File: config.mk
export PLATFORM = sky130hd
export DESIGN_NAME = fermat_field_inverse
export DESIGN_NICKNAME = d
export VERILOG_FILES = /design/src/rtl/finv_pkg.sv /design/src/rtl/gf_sqr_reduce.sv /design/src/rtl/gf_mac_step.sv /design/src/rtl/fermat_field_inverse.sv
export SDC_FILE = /design/constraint.sdc
export NUM_CORES = 1
export LEC_CHECK = 0
export ABC_AREA = 1
export BUFFER_PORTS_ARGS = -buffer_cell sky130_fd_sc_hd__clkbuf_2
export CAP_MARGIN = 20
export CORE_ASPECT_RATIO = 0.9
export CORE_MARGIN = 5
export CORE_UTILIZATION = 33
export DETAILED_ROUTE_END_ITERATION = 10
export PLACE_DENSITY_LB_ADDON = 0.08
export REMOVE_ABC_BUFFERS = 1
export SYNTH_ARGS = -nofsm -noshare
export SYNTH_HDL_FRONTEND = slang
export SYNTH_SLANG_ARGS = --single-unit
export TNS_END_PERCENT = 20
File: constraint.sdc
create_clock -name clk -period 3.9 [get_ports clk]
set_input_delay 0.195 -clock clk [delete_from_list [all_inputs] [get_ports clk]]
set_output_delay 0.195 -clock clk [all_outputs]
set_load 0.05 [all_outputs]
File: src/rtl/finv_pkg.sv
// Shared types for the Fermat-chain field inverter.
package finv_pkg;
    typedef enum logic [1:0] {
        ST_IDLE = 2'd0,
        ST_SQR  = 2'd1,
        ST_MUL  = 2'd2,
        ST_FIN  = 2'd3
    } finv_state_t;
endpackage

File: src/rtl/gf_sqr_reduce.sv
// Combinational squaring in GF(2^M), polynomial basis.
// Assumes POLY holds the low terms of a reduction polynomial x^M + POLY,
// and that all of its terms lie below x^M.
module gf_sqr_reduce #(
    parameter int          M    = 113,
    parameter logic [M-1:0] POLY = M'('h201)
) (
    input  logic [M-1:0] a,
    output logic [M-1:0] y
);
    localparam int W = 2*M - 1;

    logic [W-1:0] t;

    // spread the bits to even positions, then fold the high terms down
    always_comb begin
        t = '0;
        for (int i = 0; i < M; i++) t[2*i] = a[i];
        for (int i = W-1; i >= M; i--) begin
            if (t[i]) begin
                t[i] = 1'b0;
                t[i-M +: M] = t[i-M +: M] ^ POLY;
            end
        end
        y = t[M-1:0];
    end
endmodule

File: src/rtl/gf_mac_step.sv
// One step of an MSB-first bit-serial multiplier in GF(2^M):
// y = p*x mod P(x), plus addend when en is set.
module gf_mac_step #(
    parameter int          M    = 113,
    parameter logic [M-1:0] POLY = M'('h201)
) (
    input  logic [M-1:0] p,
    input  logic [M-1:0] addend,
    input  logic         en,
    output logic [M-1:0] y
);
    logic [M-1:0] shifted;

    // multiply by x with conditional reduction, then accumulate
    always_comb begin
        shifted = {p[M-2:0], 1'b0} ^ (p[M-1] ? POLY : '0);
        y       = shifted ^ (en ? addend : '0);
    end
endmodule

File: src/rtl/fermat_field_inverse.sv
// Field inverter: result = operand^(2^M - 2) over GF(2^M), polynomial basis.
// Walks the exponent chain 2^k - 1 taken from the bits of M-1. Doubling
// steps square k times and multiply by the saved value. Increment steps
// square once and multiply by the operand. One final squaring follows.
// The schedule is data-independent. Assumes M >= 3 and an irreducible
// polynomial.
module fermat_field_inverse
    import finv_pkg::*;
#(
    parameter int          M    = 113,
    parameter logic [M-1:0] POLY = M'('h201)
) (
    input  logic         clk,
    input  logic         rst_n,
    input  logic         start,
    input  logic [M-1:0] operand,
    output logic         busy,
    output logic         done,
    output logic [M-1:0] result
);
    localparam int KW  = $clog2(M) + 1;
    localparam int BW  = $clog2(KW);
    localparam int CW  = $clog2(M);
    localparam int LVL = $clog2(M) - 1;
    localparam logic [KW-1:0] CHAIN = KW'(M - 1);

    finv_state_t   state;
    logic [M-1:0]  acc, opa, save, pacc;
    logic [KW-1:0] k, cnt;
    logic [BW-1:0] bidx;
    logic [CW-1:0] mcnt;
    logic          sel_inc;
    logic [M-1:0]  sq_out, mac_out;
    logic          mul_bit;

    gf_sqr_reduce #(.M(M), .POLY(POLY)) u_sqr (
        .a (acc),
        .y (sq_out)
    );

    // pick the scanned multiplier bit: operand on increment steps, saved value on doublings
    always_comb mul_bit = sel_inc ? opa[mcnt] : save[mcnt];

    gf_mac_step #(.M(M), .POLY(POLY)) u_mac (
        .p      (pacc),
        .addend (acc),
        .en     (mul_bit),
        .y      (mac_out)
    );

    // chain sequencer: loads the operand, runs square and multiply phases, flags completion
    always_ff @(posedge clk) begin
        if (!rst_n) begin
            state   <= ST_IDLE;
            acc     <= '0;
            opa     <= '0;
            save    <= '0;
            pacc    <= '0;
            k       <= '0;
            cnt     <= '0;
            bidx    <= '0;
            mcnt    <= '0;
            sel_inc <= 1'b0;
            done    <= 1'b0;
        end else begin
            done <= 1'b0;
            case (state)
                ST_IDLE: begin
                    if (start) begin
                        acc     <= operand;
                        opa     <= operand;
                        save    <= operand;
                        k       <= KW'(2);
                        cnt     <= KW'(1);
                        bidx    <= BW'(LVL - 1);
                        sel_inc <= 1'b0;
                        state   <= ST_SQR;
                    end
                end
                ST_SQR: begin
                    acc <= sq_out;
                    cnt <= cnt - 1'b1;
                    if (cnt == KW'(1)) begin
                        mcnt  <= CW'(M - 1);
                        pacc  <= '0;
                        state <= ST_MUL;
                    end
                end
                ST_MUL: begin
                    pacc <= mac_out;
                    mcnt <= mcnt - 1'b1;
                    if (mcnt == '0) begin
                        acc <= mac_out;
                        if (!sel_inc && CHAIN[bidx]) begin
                            sel_inc <= 1'b1;
                            cnt     <= KW'(1);
                            k       <= k + 1'b1;
                            state   <= ST_SQR;
                        end else if (bidx != '0) begin
                            bidx    <= bidx - 1'b1;
                            save    <= mac_out;
                            cnt     <= k;
                            k       <= k << 1;
                            sel_inc <= 1'b0;
                            state   <= ST_SQR;
                        end else begin
                            state <= ST_FIN;
                        end
                    end
                end
                ST_FIN: begin
                    acc   <= sq_out;
                    done  <= 1'b1;
                    state <= ST_IDLE;
                end
                default: state <= ST_IDLE;
            endcase
        end
    end

    assign busy   = (state != ST_IDLE);
    assign result = acc;


    chain_end_chk: assert property (@(posedge clk) disable iff (!rst_n)
        (state == ST_FIN) |-> (k == KW'(M - 1)));


    done_pulse_chk: assert property (@(posedge clk) disable iff (!rst_n)
        done |=> !done);


    result_hold_chk: assert property (@(posedge clk) disable iff (!rst_n)
        (!busy && !start) |=> $stable(result));


    busy_done_chk: assert property (@(posedge clk) disable iff (!rst_n)
        $fell(busy) |-> done);


    done_idle_chk: assert property (@(posedge clk) disable iff (!rst_n)
        done |-> !busy);


    start_ignored_chk: assert property (@(posedge clk) disable iff (!rst_n)
        (busy && start) |=> $stable(opa));
endmodule

Word-level counts from Yosys, hierarchy flattened
Memories as Yosys holds them, arrays and structs flattened. A register that Yosys moved wholly into a read port is not among the register bits.
Cells that the tools add are included.
{ "totals": {"romBits": 8, "word_cells": 322, "inputBits": 116, "reg_bits": 482, "memories": 1, "output_inout_bits": 115} }
{ "classes": {"n_lt_le_gt_ge": 2, "n_addsub": 4, "eq_ne": 11, "reduce_logical": 18, "mux": 160, "bitwise_logic": 114} }
{ "mem_list": {"columns": ["name", "depth", "word_bits", "rd", "rd_ports_with_merged_regs", "wr", "line_no", "rtl"], "rows": [
  ["(no name shown)", 8, 1, 1, 1, 0, "fermat_field_inverse.sv:94", "if (!sel_inc && CHAIN[bidx]) begin"]
]} }
{ "ops": {"columns": ["operator", "n"], "rows": [
  ["$mux 10", 113],
  ["$mux 113", 7],
  ["$pmux 113 s2", 2],
  ["$pmux 113 s3", 1],
  ["$xor 113x113->113", 2],
  ["$not 2->2", 112],
  ["$mux 8", 8],
  ["$pmux 8 s3", 1],
  ["$mux 3", 6],
  ["$pmux 8 s2", 1],
  ["$bmux 1 s7", 2],
  ["$pmux 7 s2", 1],
  ["$mux 2", 5],
  ["$ne 2x2->1 const B", 5],
  ["$mux 1", 9],
  ["$add 8x1->8 const B", 1],
  ["$eq 8x1->1 const B", 1],
  ["$lt 7x8->1 const B", 1],
  ["$pmux 2 s4", 1],
  ["$reduce_and 4->1", 2],
  ["$sub 8x1->8 const B", 1],
  ["$logic_not 7->1", 1],
  ["$mux 7", 1],
  ["$sub 7x1->7 const B", 1],
  ["17 further kinds", 24]
]} }

Longest topological paths before layout
{ "logic_depth": {"ltp_word": 225, "ltp_mapped": 24, "mapped_depth_nobuf": 20} }

Hierarchy
Synthesis repeated with hierarchy kept, for this count alone.
{ "hier_totals": {"cells_unflattened": 3820, "hier_area_um2": 25350.6} }
{ "modules_own_cells": {"columns": ["mod", "cells_per_inst", "n_inst", "seq_area_each_um2", "area_each_um2"], "rows": [
  ["fermat_field_inverse", 3423, 1, 9669.3, 22735.6],
  ["gf_mac_step", 248, 1, 0.0, 1591.5],
  ["gf_sqr_reduce", 149, 1, 0.0, 1023.5]
]} }

Least setup slack after synthesis
No wires, ideal clock.
{ "synth_timing": {"kind": "reg-to-reg", "start": "reg state[0]", "end": "reg save[60]", "stages_incl_launch_ff": 15, "path_slack_ps": 810, "t_arrival_ps": 2975, "setup_ps": 115, "t_required_ps": 3785, "synth_period_minus_slack_ps": 3090, "path_buffers": 5, "cell_sequence": "dfxtp_1 > clkbuf_1 > clkbuf_1 > clkbuf_1 > inv_1 > ha_1 > inv_1 > o22ai_1 > nor4_4 > inv_1 > clkbuf_1 > buf_2 > nand2_1 > o21ai_0 > o21a_1"} }
{ "synth_between": {"elab_chain_cells": 3, "word_cells_on_any_way": 9, "classes_between": "eq/ne (5); mux (1); reduce/logical (3)"} }
{ "synth_lines": {"columns": ["item", "line_no", "rtl"], "rows": [
  ["from (decl)", "fermat_field_inverse.sv:27", "finv_state_t state;"],
  ["from (signal assigned)", "fermat_field_inverse.sv:54", "state <= ST_IDLE;"],
  ["from (signal assigned)", "fermat_field_inverse.sv:77", "state <= ST_SQR;"],
  ["from (signal assigned)", "fermat_field_inverse.sv:86", "state <= ST_MUL;"],
  ["$eq 2x2->1 or $logic_not 2->1 (tied branches)", "fermat_field_inverse.sv:67", "case (state)"],
  ["$ne 2x2->1 (no line) or $reduce_bool 2->1 (tied branches)", null, null],
  ["$reduce_and 5->1 (no line)", null, null],
  ["to (signal assigned)", "fermat_field_inverse.sv:72", "save <= operand;"],
  ["to (signal assigned)", "fermat_field_inverse.sv:101", "save <= mac_out;"],
  ["to (decl)", "fermat_field_inverse.sv:28", "logic [M-1:0] acc, opa, save, pacc;"]
]} }
Parallel ways exist; a longest one is shown, timed or not.
A chain may end at the register's enable or synchronous reset.

Final worst setup path
{ "layout_timing": {"start": "reg mcnt[1]", "end": "reg save[40]"} }
{ "layout_between": {"elab_chain_cells": 9, "word_cells_on_any_way": 14, "classes_between": "eq/ne (1); mux (10); bitwise (1); reduce/logical (2)"} }
{ "layout_lines": {"columns": ["item", "line_no", "rtl"], "rows": [
  ["from (decl)", "fermat_field_inverse.sv:31", "logic [CW-1:0] mcnt;"],
  ["from (signal assigned)", "fermat_field_inverse.sv:84", "mcnt <= CW'(M - 1);"],
  ["from (signal assigned)", "fermat_field_inverse.sv:91", "mcnt <= mcnt - 1'b1;"],
  ["$bmux 1 s7", "fermat_field_inverse.sv:42", "always_comb mul_bit = sel_inc ? opa[mcnt] : save[mcnt];"],
  ["$mux 1 (not written as such)", "fermat_field_inverse.sv:42", null],
  ["$mux 1", "fermat_field_inverse.sv:42", null],
  ["$mux 113", "gf_mac_step.sv:17", "y = shifted ^ (en ? addend : '0);"],
  ["$xor 113x113->113", "gf_mac_step.sv:17", null],
  ["$mux 113", "fermat_field_inverse.sv:99", "end else if (bidx != '0) begin"],
  ["$mux 113", "fermat_field_inverse.sv:94", null],
  ["$mux 113", "fermat_field_inverse.sv:92", "if (mcnt == '0) begin"],
  ["$pmux 113 s2", "fermat_field_inverse.sv:67", null]
]} }
Parallel ways exist; a longest one is shown, timed or not. The select of a mux whose other input is x is not followed.

==> insert_results.sql <==
INSERT INTO impl_metrics (metric_group, metric, value, unit) VALUES
('outcome', 'outcome', 'finished clean', ''),
('worst_setup_path', 'setup.worst_path.end_class', 'flip-flop', ''),
('synthesis', 'synthesis.area_per_instance', '6.52', 'µm²'),
('floorplanning', 'floorplan.initialDensity', '33.4', '%'),
('detailed_routing', 'post_drt_wl_per_cell', '20.6', 'µm'),
('detailed_routing', 'dr.first_iter.drc_count', '1935', ''),
('job', 'drv.max_cap_violation_count', '0', ''),
('place', 'dp_worst_setup_slack', '719', 'ps'),
('synthesis', 'yosys_most_used_dff', 'sky130_fd_sc_hd__dfxtp_1', ''),
('detailed_routing', 'drt_drc_violations_left', '0', ''),
('power', 'power.switching', '16300', 'µW'),
('detailed_routing', 'via_per_inst', '5.09', ''),
('floorplanning', 'die_width', '303', 'µm'),
('place', 'total_of_buffers_placed_on_input_and_output_ports', '230', ''),
('floorplanning', 'rows', '96', ''),
('power', 'swShare', '52.1', '%'),
('grt', 'number_of_antenna_violations_at_the_first_check_in_global_routing', '0', ''),
('detailed_routing', 'via_count', '26300', ''),
('place', 'placer_congestion_estimate', '0.823', ''),
('grt', 'first_global_vias', '25000', ''),
('place', 'number_of_placed_cells_counting_well_taps', '4951', ''),
('cts', 'path_clk_slew', '60', 'ps'),
('place', 'dpl.hpwl', '69500', 'µm'),
('power', 'combinationalPowerShare', '53.6', '%'),
('synthesis', 'ys_seq_elements', '483', ''),
('power', 'power-per-cell-area', '1020', 'mW/mm²'),
('cts', 'cts_root_buffer', 'sky130_fd_sc_hd__clkbuf_16', ''),
('layout', 'layout.core_utilization', '39.9', '%'),
('timing', 'setup_slack', '684', 'ps'),
('timing', 'finClkSkew', '17.1', 'ps'),
('grt', 'first_pass_grt_wire_length', '160000', 'µm'),
('worst_setup_path', 'worst_ep_required_time', '4410', 'ps'),
('timing', 'drv_slew', '0', ''),
('cts', 'cts_tree', 'built', ''),
('worst_setup_path', 'cp-start-kind', 'flip-flop', ''),
('power', 'p_leak', '0.0132', 'µW'),
('synthesis', 'synth_largest_type_area_fraction', '37.8', '%'),
('synthesis', 'synth_enable_flop_cells', '0', ''),
('cts', 'ctsHoldBuffers', '113', ''),
('detailed_routing', 'dr.pass1.iters', '6', ''),
('layout', 'area_growth_from_synthesis_to_final_layout', '19.5', '%'),
('power', 'max_rail_drop_vdd', '0.000615', 'V'),
('power', 'p_total', '31300', 'µW'),
('layout', 'antennaDiodeCount', '0', ''),
('power', 'power.sequential.fraction', '28.8', '%'),
('detailed_routing', 'totalWireLength', '106000', 'µm'),
('synthesis', 'async_flop_share', '0', '%'),
('cts', 'cts.path.max_buffers', '3', ''),
('grt', 'overflow', '0', ''),
('timing', 'finalHoldViolCount', '0', ''),
('timing', 'slew_headroom', '36.4', '%'),
('layout', 'nNetsFinal', '4223', ''),
('grt', 'gr-usage-all-layers', '24.9', '%'),
('floorplanning', 'fp.coreArea', '0.0765', 'mm²'),
('synthesis', 'yosys_warnings', '0', ''),
('worst_setup_path', 'startpoint', 'mcnt[1]', ''),
('timing', 'setup_repair_after_global_routing_missed_its_margin', 'no', ''),
('synthesis', 'top_cell_type_by_total_area_after_synthesis', 'sky130_fd_sc_hd__dfxtp_1', ''),
('synthesis', 'postSynthCellCount', '3919', ''),
('grt', 'maximum_number_of_pins_on_one_net_before_global_route_repair', '166', ''),
('timing', 'maxClockFrequency', '0.311', 'GHz'),
('timing', 'finalWorstPathRequiredPeriod', '3220', 'ps'),
('layout', 'layout_common_cells', '893 x sky130_fd_sc_hd__nand2_1, 549 x sky130_fd_sc_hd__a21oi_1, 480 x sky130_fd_sc_hd__dfxtp_1', ''),
('cts', 'cts_setup_buffers', '0', ''),
('synthesis', 'synth_cell_types', '36', ''),
('synthesis', 'synth-seq-area-share', '37.8', '%'),
('layout', 'num-fill-cells', '8313', ''),
('layout', 'final_cells', '5170', ''),
('timing', 'finalSetupViolations', '0', ''),
('worst_setup_path', 'timing_worst_setup_path_type', 'reg -> reg', ''),
('timing', 'post-route-period-util', '82.5', '%');
==> worst paths after layout <==
kind | endpoint | slack, ps | cells after the start
worst max-delay path | save[40] | 680 | 12
worst min-delay path | pacc[20] | 60 | 3
worst max register to register | save[40] | 680 | 12
worst min register to register | opa[7] | 450 | 2
==> synth_stat cells, types with 6 or more instances <==
master	count
sky130_fd_sc_hd__buf_2	46
sky130_fd_sc_hd__dfxtp_1	483
sky130_fd_sc_hd__o22ai_1	92
sky130_fd_sc_hd__xnor2_1	54
sky130_fd_sc_hd__o211ai_1	12
sky130_fd_sc_hd__o21ai_0	335
sky130_fd_sc_hd__a21oi_1	550
sky130_fd_sc_hd__buf_1	13
sky130_fd_sc_hd__inv_1	476
sky130_fd_sc_hd__nor2_1	213
sky130_fd_sc_hd__o21a_1	115
sky130_fd_sc_hd__nand3_1	338
sky130_fd_sc_hd__buf_4	23
sky130_fd_sc_hd__xor2_1	8
sky130_fd_sc_hd__a31oi_1	6
sky130_fd_sc_hd__buf_6	8
sky130_fd_sc_hd__nor3_1	6
sky130_fd_sc_hd__o21ai_1	15
sky130_fd_sc_hd__ha_1	12
sky130_fd_sc_hd__nand2_1	895
sky130_fd_sc_hd__clkbuf_1	195
==> final cells by class <==
class,count,share of cell area (%)
tap,1029,4.21
timing repair buffer,401,9.79
multi-input combinational,2670,42.2
inverter,481,5.93
clock buffer,92,5.86
clock inverter,14,0.352
sequential,483,31.7
==> flip-flops by register name, summed over array words and instances, names as in the netlist, named ones only <==
| name | flops |
|---|---|
| bidx | 3 |
| save | 113 |
| k | 8 |
| mcnt | 7 |
| sel_inc | 1 |
| opa | 113 |
| done | 1 |
| result | 113 |
| state | 2 |
| cnt | 8 |
| pacc | 113 |
==> cells by family (layout without fill, tap and decap cells) <==
kind of cell | count (synthesis) | after routing | share of synthesized area (%)
AOI/OAI and AO/OA | 1133 | 1133 | 24.0
xor gates and xnor gates | 62 | 62 | 2.12
adders and majority gates | 12 | 12 | 0.587
buffers and inverters | 766 | 988 | 12.0
DFF | 483 | 483 | 37.8
and+or+nand+nor | 1463 | 1463 | 23.4
==> through the flow <==
stage / area (µm²) / hold WS, ps
final: 30600 / 61.6
after global routing: 30600 / 85.2
after CTS: 30600 / 54.2
after detailed placement: 27500 / 447
after global placement: 27500 / 442
after floorplan: 24300 / 293
==> critical path, stage by stage, from the launching register on <==
cell	delay [ps]
sky130_fd_sc_hd__dfxtp_2	340
sky130_fd_sc_hd__inv_2	390
sky130_fd_sc_hd__buf_12	230
sky130_fd_sc_hd__ha_1	160
sky130_fd_sc_hd__nand3_1	70
sky130_fd_sc_hd__nor3_1	300
sky130_fd_sc_hd__o22ai_4	170
sky130_fd_sc_hd__nor4_4	410
sky130_fd_sc_hd__inv_4	370
sky130_fd_sc_hd__buf_12	280
sky130_fd_sc_hd__nand2_1	70
sky130_fd_sc_hd__o21ai_0	70
sky130_fd_sc_hd__o21a_1	200
==> power groups by stage <==
| stage | combinational [µW] | clock [µW] | sequential (µW) |
|---|---|---|---|
| 6_report | 16800 | 5500 | 9000 |
| 4_1_cts | 16800 | 5600 | 8980 |
| 3_5_place_dp | 16700 | 0 | 9080 |
| 5_1_grt | 18400 | 5790 | 9260 |
| 3_3_place_gp | 16600 | 0 | 9080 |
| 2_1_floorplan | 8210 | 0 | 9380 |
==> routing by layer <==
metal  up-vias  routed length [µm]  track usage (%)
met4         0                2790             6.15
met5         -                   0                0
met3       143                5390             2.95
met2       686               47600             40.1
li1      13100                   -                -
met1     12400               50500             35.4
No activity file was read; power rests on OpenSTA's default activity.
